### src/rtl/intc_pkg.sv
package intc_pkg;

    parameter int PC_W        = 13;
    parameter int STACK_DEPTH = 8;
    parameter int SYNC_STAGES = 2;
    localparam int SP_W       = $clog2(STACK_DEPTH);
    localparam int CTL_W      = 4;
    localparam logic [PC_W-1:0] VECTOR_ADDR = PC_W'(4);

    typedef logic [PC_W-1:0] pc_t;

    typedef struct packed {
        logic glb_en;
        logic grp_en;
        logic pin_en;
        logic pin_flag;
    } ctl_t;

    typedef enum logic [1:0] {
        TGT_HOLD,
        TGT_VECTOR,
        TGT_RETURN
    } tgt_sel_e;

    function automatic logic edge_hit(input logic rise_sel, input logic cur, input logic prev);
        return rise_sel ? (cur & ~prev) : (~cur & prev);
    endfunction

endpackage

### src/rtl/intc_edge_sync.sv
module intc_edge_sync
    import intc_pkg::*;
#(
    parameter int STAGES = SYNC_STAGES
) (
    input  logic clk,
    input  logic rst,
    input  logic pin,
    input  logic rise_sel,
    output logic hit
);

    logic [STAGES:0] chain;

    always_ff @(posedge clk) begin
        if (rst) chain <= '0;
        else     chain <= {chain[STAGES-1:0], pin};
    end

    assign hit = edge_hit(rise_sel, chain[STAGES-1], chain[STAGES]);

    AST_EDGE_SPACED: assert property (@(posedge clk) disable iff (rst)
        hit |=> (!hit || !$stable(rise_sel))) else $error("edge spacing");

endmodule

### src/rtl/intc_stack.sv
module intc_stack
    import intc_pkg::*;
#(
    parameter int DEPTH = STACK_DEPTH,
    parameter int W     = PC_W
) (
    input  logic         clk,
    input  logic         rst,
    input  logic         push,
    input  logic         pop,
    input  logic [W-1:0] din,
    output logic [W-1:0] top
);

    localparam int PW = $clog2(DEPTH);

    logic [W-1:0]  mem [DEPTH];
    logic [PW-1:0] ptr;
    logic [PW-1:0] ptr_dec;

    assign ptr_dec = ptr - PW'(1);
    assign top     = mem[ptr_dec];

    always_ff @(posedge clk) begin
        if (rst) begin
            ptr <= '0;
        end else if (push) begin
            mem[ptr] <= din;
            ptr      <= ptr + PW'(1);
        end else if (pop) begin
            ptr <= ptr_dec;
        end
    end

    AST_STACK_EXCL: assert property (@(posedge clk) disable iff (rst)
        !(push && pop)) else $error("push and pop together");

endmodule

### src/rtl/intc_top.sv
module intc_top
    import intc_pkg::*;
(
    input  logic             clk,
    input  logic             rst,
    input  logic             ctl_wr,
    input  logic [CTL_W-1:0] ctl_wdata,
    output logic [CTL_W-1:0] ctl_rd,
    input  logic             ext_pin,
    input  logic             edge_rise,
    input  logic             per_flag,
    input  logic             per_en,
    input  logic [PC_W-1:0]  pc_in,
    input  logic             reti,
    output logic             irq_take,
    output logic             pc_load,
    output logic [PC_W-1:0]  pc_target
);

    ctl_t     ctl_q, ctl_d;
    logic     pin_hit;
    logic     pin_req, grp_req, take_now;
    pc_t      stack_top;
    tgt_sel_e tgt_sel;

    intc_edge_sync #(.STAGES(SYNC_STAGES)) u_edge (
        .clk      (clk),
        .rst      (rst),
        .pin      (ext_pin),
        .rise_sel (edge_rise),
        .hit      (pin_hit)
    );

    intc_stack #(.DEPTH(STACK_DEPTH), .W(PC_W)) u_stack (
        .clk  (clk),
        .rst  (rst),
        .push (take_now),
        .pop  (reti),
        .din  (pc_in),
        .top  (stack_top)
    );

    assign pin_req  = ctl_q.pin_en & ctl_q.pin_flag;
    assign grp_req  = ctl_q.grp_en & per_en & per_flag;
    assign take_now = ctl_q.glb_en & (pin_req | grp_req) & ~reti;

    always_comb begin
        ctl_d = ctl_wr ? ctl_t'(ctl_wdata) : ctl_q;
        ctl_d.pin_flag = ctl_d.pin_flag | pin_hit;
        if (take_now) ctl_d.glb_en = 1'b0;
        if (reti)     ctl_d.glb_en = 1'b1;
        if (take_now)  tgt_sel = TGT_VECTOR;
        else if (reti) tgt_sel = TGT_RETURN;
        else           tgt_sel = TGT_HOLD;
    end

    always_ff @(posedge clk) begin
        if (rst) begin
            ctl_q     <= '0;
            irq_take  <= 1'b0;
            pc_load   <= 1'b0;
            pc_target <= '0;
        end else begin
            ctl_q    <= ctl_d;
            irq_take <= take_now;
            pc_load  <= (tgt_sel != TGT_HOLD);
            case (tgt_sel)
                TGT_VECTOR: pc_target <= VECTOR_ADDR;
                TGT_RETURN: pc_target <= stack_top;
                default:    pc_target <= pc_target;
            endcase
        end
    end

    assign ctl_rd = ctl_q;

    AST_TAKE_NEEDS_GIE: assert property (@(posedge clk) disable iff (rst)
        irq_take |-> $past(ctl_q.glb_en)) else $error("take without enable");
    AST_ENTRY_STATE: assert property (@(posedge clk) disable iff (rst)
        irq_take |-> (pc_load && pc_target == VECTOR_ADDR && !ctl_rd[3])) else $error("entry");
    AST_TAKE_PULSE: assert property (@(posedge clk) disable iff (rst)
        irq_take |=> !irq_take) else $error("take not a pulse");
    AST_RETI_RESTORE: assert property (@(posedge clk) disable iff (rst)
        reti |=> (ctl_rd[3] && pc_load && !irq_take)) else $error("return");

endmodule

### config.mk
export PLATFORM = sky130hd
export DESIGN_NAME = intc_top
export DESIGN_NICKNAME = d
export VERILOG_FILES = /design/src/rtl/intc_pkg.sv /design/src/rtl/intc_edge_sync.sv /design/src/rtl/intc_stack.sv /design/src/rtl/intc_top.sv
export SDC_FILE = /design/constraint.sdc
export NUM_CORES = 1
export LEC_CHECK = 0
export BUFFER_PORTS_ARGS = -buffer_cell sky130_fd_sc_hd__buf_4
export CAP_MARGIN = 20
export CORE_MARGIN = 2
export CORE_UTILIZATION = 35
export DETAILED_ROUTE_END_ITERATION = 10
export PLACE_DENSITY_LB_ADDON = 0.05
export SLEW_MARGIN = 10
export SYNTH_ARGS = -nofsm -noshare
export SYNTH_HDL_FRONTEND = slang
export SYNTH_SLANG_ARGS = --single-unit
### constraint.sdc
create_clock -name clk -period 5.6 [get_ports clk]
set_input_delay 1.12 -clock clk [delete_from_list [all_inputs] [get_ports clk]]
set_output_delay 1.12 -clock clk [all_outputs]
set_load 0.01 [all_outputs]
==> results <==
- The run finished with clean final reports.
- The number of diodes added for antenna fixing is 0.
- The first TritonRoute pass finished after 4 iterations.
- The critical path endpoint category is a flop.
- For the finished layout, the period the worst path requires is 3210 ps.
- The number of global-route vias before repair was 2671.
- The area growth from synthesis to layout is 22.4%.
- Summed over all cells, the static leakage comes to 2.05 nW.
- The clock-pin slew of the registers on the worst-case setup and hold paths is 50 ps.
- The share of post-route cells with drive strength above 1 is 34.2%.
- The startpoint-to-endpoint class of the critical path is flop to flop.
- The count of endpoints failing setup in the final report is 0.
- The H-tree depth is 4.
- TritonCTS created 17 clock buffers.
- The post-route cell area is 5960 um^2.
- The ratio of routed vias to standard cells is 5.04.
- The most used flip-flop cell after synthesis is sky130_fd_sc_hd__edfxtp_1.
- For the worst-skew pair, the clock arrives at the later sink with an insertion delay of 420 ps.
- The worst path uses 57.4% of the clock period.
- For the worst setup path, the data required time is 5900 ps.
- The HPWL after detailed placement is 6000 um.
- Setup repair after global routing left no endpoint under its margin.
- The number of synthesized flops with an enable pin is 104.
- In the final design database the tool counted 333 nets.
- The floorplan step defined a die boundary enclosing 14900 um^2.
- STA classifies the critical path startpoint as a flop.
- The post-synth net total is 280.
- The violation count after the first detailed-routing iteration is 212.
- STA puts the critical path data arrival time at 3520 ps.
- The flip-flop and latch count after synthesis is 129.
- The pre-CTS worst setup slack is 2320 ps.
- The maximum clock skew at final layout is 8.47 ps.
- The total area inside the core boundary comes to 13700 um^2.
- From left edge to right edge, the die measures 122 um.
- The placer congestion estimate is 0.695.
- The number of cell rows is 43.
- The maximum buffer depth of the clock tree is 2.
- Summing every instance area after synthesis gives 4870 um^2.
- The total power density per cell area is 387 nW/um^2.
- After detailed routing, the total wire length is 10300 um.
- After detailed routing, the number of remaining DRC violations is 0.
- The largest net degree at the start of global routing is 31.
- For this run, asynchronously set or reset flops after synthesis account for 0%.
- The number of library cell types mapped by synthesis is 29.
- A synthesized cell averages 19.2 um^2.
- The max-cap check violation count is 0.
- The number of placed I/O pins is 44.
- For the pin with the worst max-slew slack, the measured transition is 974 ps.
- For this configuration, the core starts out at a cell density of 35.5%.
- The final standard cell count with taps included and fillers excluded is 499.
- TritonCTS built the clock tree.
- Along the worst path, the maximum fanout reaches 30.
- The post-detailed-route wirelength per cell is 20.7 um.
- Synthesis produced a netlist whose cell count is 253.
- The largest vdd supply drop is 0.000193 V.
- The final count of pins violating max slew is 0.
- The routed layout has 2515 vias.
- The first-pass GRT wire length is 16100 um.
- At the end of the flow the core is filled with cells to 43.4%.
- The number of warnings printed during yosys synthesis is 0.
- The post-cts hold buffer count is 0.
- The class of the most critical hold timing path is flop to flop.
- The register-to-register path setup slack is 2390 ps.
- Port buffering added 43 buffers.
- The number of placed instances, taps included, is 467.
- The clock tree root buffer cell is sky130_fd_sc_hd__clkbuf_16.
- The total count of hold-check failures in the final report came to 0.
- In the global route stage, overall resource usage came out at 15.6%.
- The relative slew slack is 35.0%.
- The total power of the final layout is 2.31 mW.
- Global routing finished with a remaining overflow of 0.
- The achievable clock frequency is 311 MHz.
- The initial antenna violation count came to 0.
- The number of gates resized after CTS was 0.
- The number of sinks handled by clock tree synthesis is 129.
- The die span in y is 122 um.
- The number of nets with antenna violations after routing is 0.
- The worst hold slack across all endpoints is 433 ps.
- The total negative setup slack is 0 ps.
- The sequential cell area fraction in the yosys report is 74.4%.
- The placed instances occupy a cell area of 5410 um^2.
- The buffer count from post-CTS setup fixing is 0.
- The worst-case setup margin in the final layout is 2390 ps.
## worst paths after layout
check | start | to | depth (start not counted)
setup / recovery | u_stack.ptr[0] | pc_target[8] | 7
setup reg to reg | u_stack.ptr[0] | pc_target[8] | 7
hold / removal | u_edge.chain[0] | u_edge.chain[1] | 1
hold reg to reg | u_edge.chain[0] | u_edge.chain[1] | 1
## report_power, final
group          switching [mW]  internal (mW)  total [mW]
registers              0.0187           1.06        1.08
logic                   0.104          0.104       0.208
clock network           0.371          0.655        1.03
## cell families (layout without fill, tap and decap cells)
| group | after synthesis | after routing | share of synthesized area (%) |
|---|---|---|---|
| compound gates | 22 | 22 | 4.01 |
| xor+xnor | 1 | 1 | 0.180 |
| fa+ha+maj | 2 | 2 | 0.514 |
| buf+inv | 17 | 83 | 2.11 |
| flops | 129 | 129 | 74.4 |
| mux | 31 | 31 | 13.1 |
| simple gates | 51 | 51 | 5.68 |
## final cells by class
class / count / area, um^2
Clock inverter: 10 / 93.8
Clock buffer: 22 / 454
Tap cell: 180 / 225
Inverter: 3 / 11.3
Multi-Input combinational cell: 107 / 1190
Timing Repair Buffer: 48 / 364
Fill cell: 1224 / 7760
Sequential cell: 129 / 3620
## cell usage after synthesis (3+ instances only)
master / number / area [um^2]
sky130_fd_sc_hd__buf_2: 3 / 15.0
sky130_fd_sc_hd__inv_1: 3 / 11.3
sky130_fd_sc_hd__dfxtp_1: 25 / 500
sky130_fd_sc_hd__nor2b_1: 7 / 43.8
sky130_fd_sc_hd__and3_1: 14 / 87.6
sky130_fd_sc_hd__a31oi_1: 5 / 31.3
sky130_fd_sc_hd__nor3_1: 5 / 25.0
sky130_fd_sc_hd__clkbuf_1: 7 / 26.3
sky130_fd_sc_hd__edfxtp_1: 104 / 3120
sky130_fd_sc_hd__mux4_2: 26 / 586
sky130_fd_sc_hd__a221o_1: 13 / 130
sky130_fd_sc_hd__nand4_1: 4 / 25.0
sky130_fd_sc_hd__mux2i_1: 3 / 30.0
sky130_fd_sc_hd__nand2_1: 3 / 11.3
sky130_fd_sc_hd__nor2_1: 12 / 45.0
## state kept, by name, summed over array words and instances (netlist names)
signal and flops:
u_edge.chain 3, pc_target 13, ctl_rd 4, u_stack.ptr 3, pc_load 1, irq_take 1, u_stack.mem 104
## worst max-delay path, cell delays in order, from the launching register on
cell	delay (ps)
sky130_fd_sc_hd__dfxtp_2	310
sky130_fd_sc_hd__buf_4	490
sky130_fd_sc_hd__inv_1	180
sky130_fd_sc_hd__ha_1	920
sky130_fd_sc_hd__buf_4	380
sky130_fd_sc_hd__mux4_2	330
sky130_fd_sc_hd__and3_1	200
sky130_fd_sc_hd__a221o_1	260
## layer usage
layer	part of all wire, %	wire (um)	global-route usage (%)	vias up
met5	0	0	0	-
met3	4.2	431	4.78	15
li1	-	-	-	1157
met2	48	4980	23.6	52
met1	46	4730	20.7	1291
met4	1.6	166	7.04	0
## placed cells by master, fill, tap and decap left out, types with 2 or more instances in the layout
cell type / netlist / routed
sky130_fd_sc_hd__nor2b_1: 7 / 7
sky130_fd_sc_hd__nor3_4: 0 / 2
sky130_fd_sc_hd__clkinv_1: 0 / 5
sky130_fd_sc_hd__nor3_1: 5 / 2
sky130_fd_sc_hd__clkbuf_1: 7 / 4
sky130_fd_sc_hd__a221o_1: 13 / 13
sky130_fd_sc_hd__nor2_2: 0 / 6
sky130_fd_sc_hd__mux2_2: 2 / 2
sky130_fd_sc_hd__mux4_2: 26 / 26
sky130_fd_sc_hd__ha_1: 2 / 2
sky130_fd_sc_hd__edfxtp_1: 104 / 104
sky130_fd_sc_hd__nand2b_1: 2 / 2
sky130_fd_sc_hd__inv_1: 3 / 3
sky130_fd_sc_hd__nand4_1: 4 / 4
sky130_fd_sc_hd__mux2i_1: 3 / 3
sky130_fd_sc_hd__clkinv_2: 0 / 3
sky130_fd_sc_hd__bufinv_16: 0 / 2
sky130_fd_sc_hd__clkbuf_16: 0 / 17
sky130_fd_sc_hd__nor2_1: 12 / 6
sky130_fd_sc_hd__nand2_1: 3 / 3
sky130_fd_sc_hd__buf_4: 1 / 47
sky130_fd_sc_hd__a31oi_1: 5 / 5
sky130_fd_sc_hd__dfxtp_1: 25 / 24
sky130_fd_sc_hd__and3_1: 14 / 14
sky130_fd_sc_hd__a211oi_1: 2 / 2
Note: power is estimated with default switching activity, not from simulation.
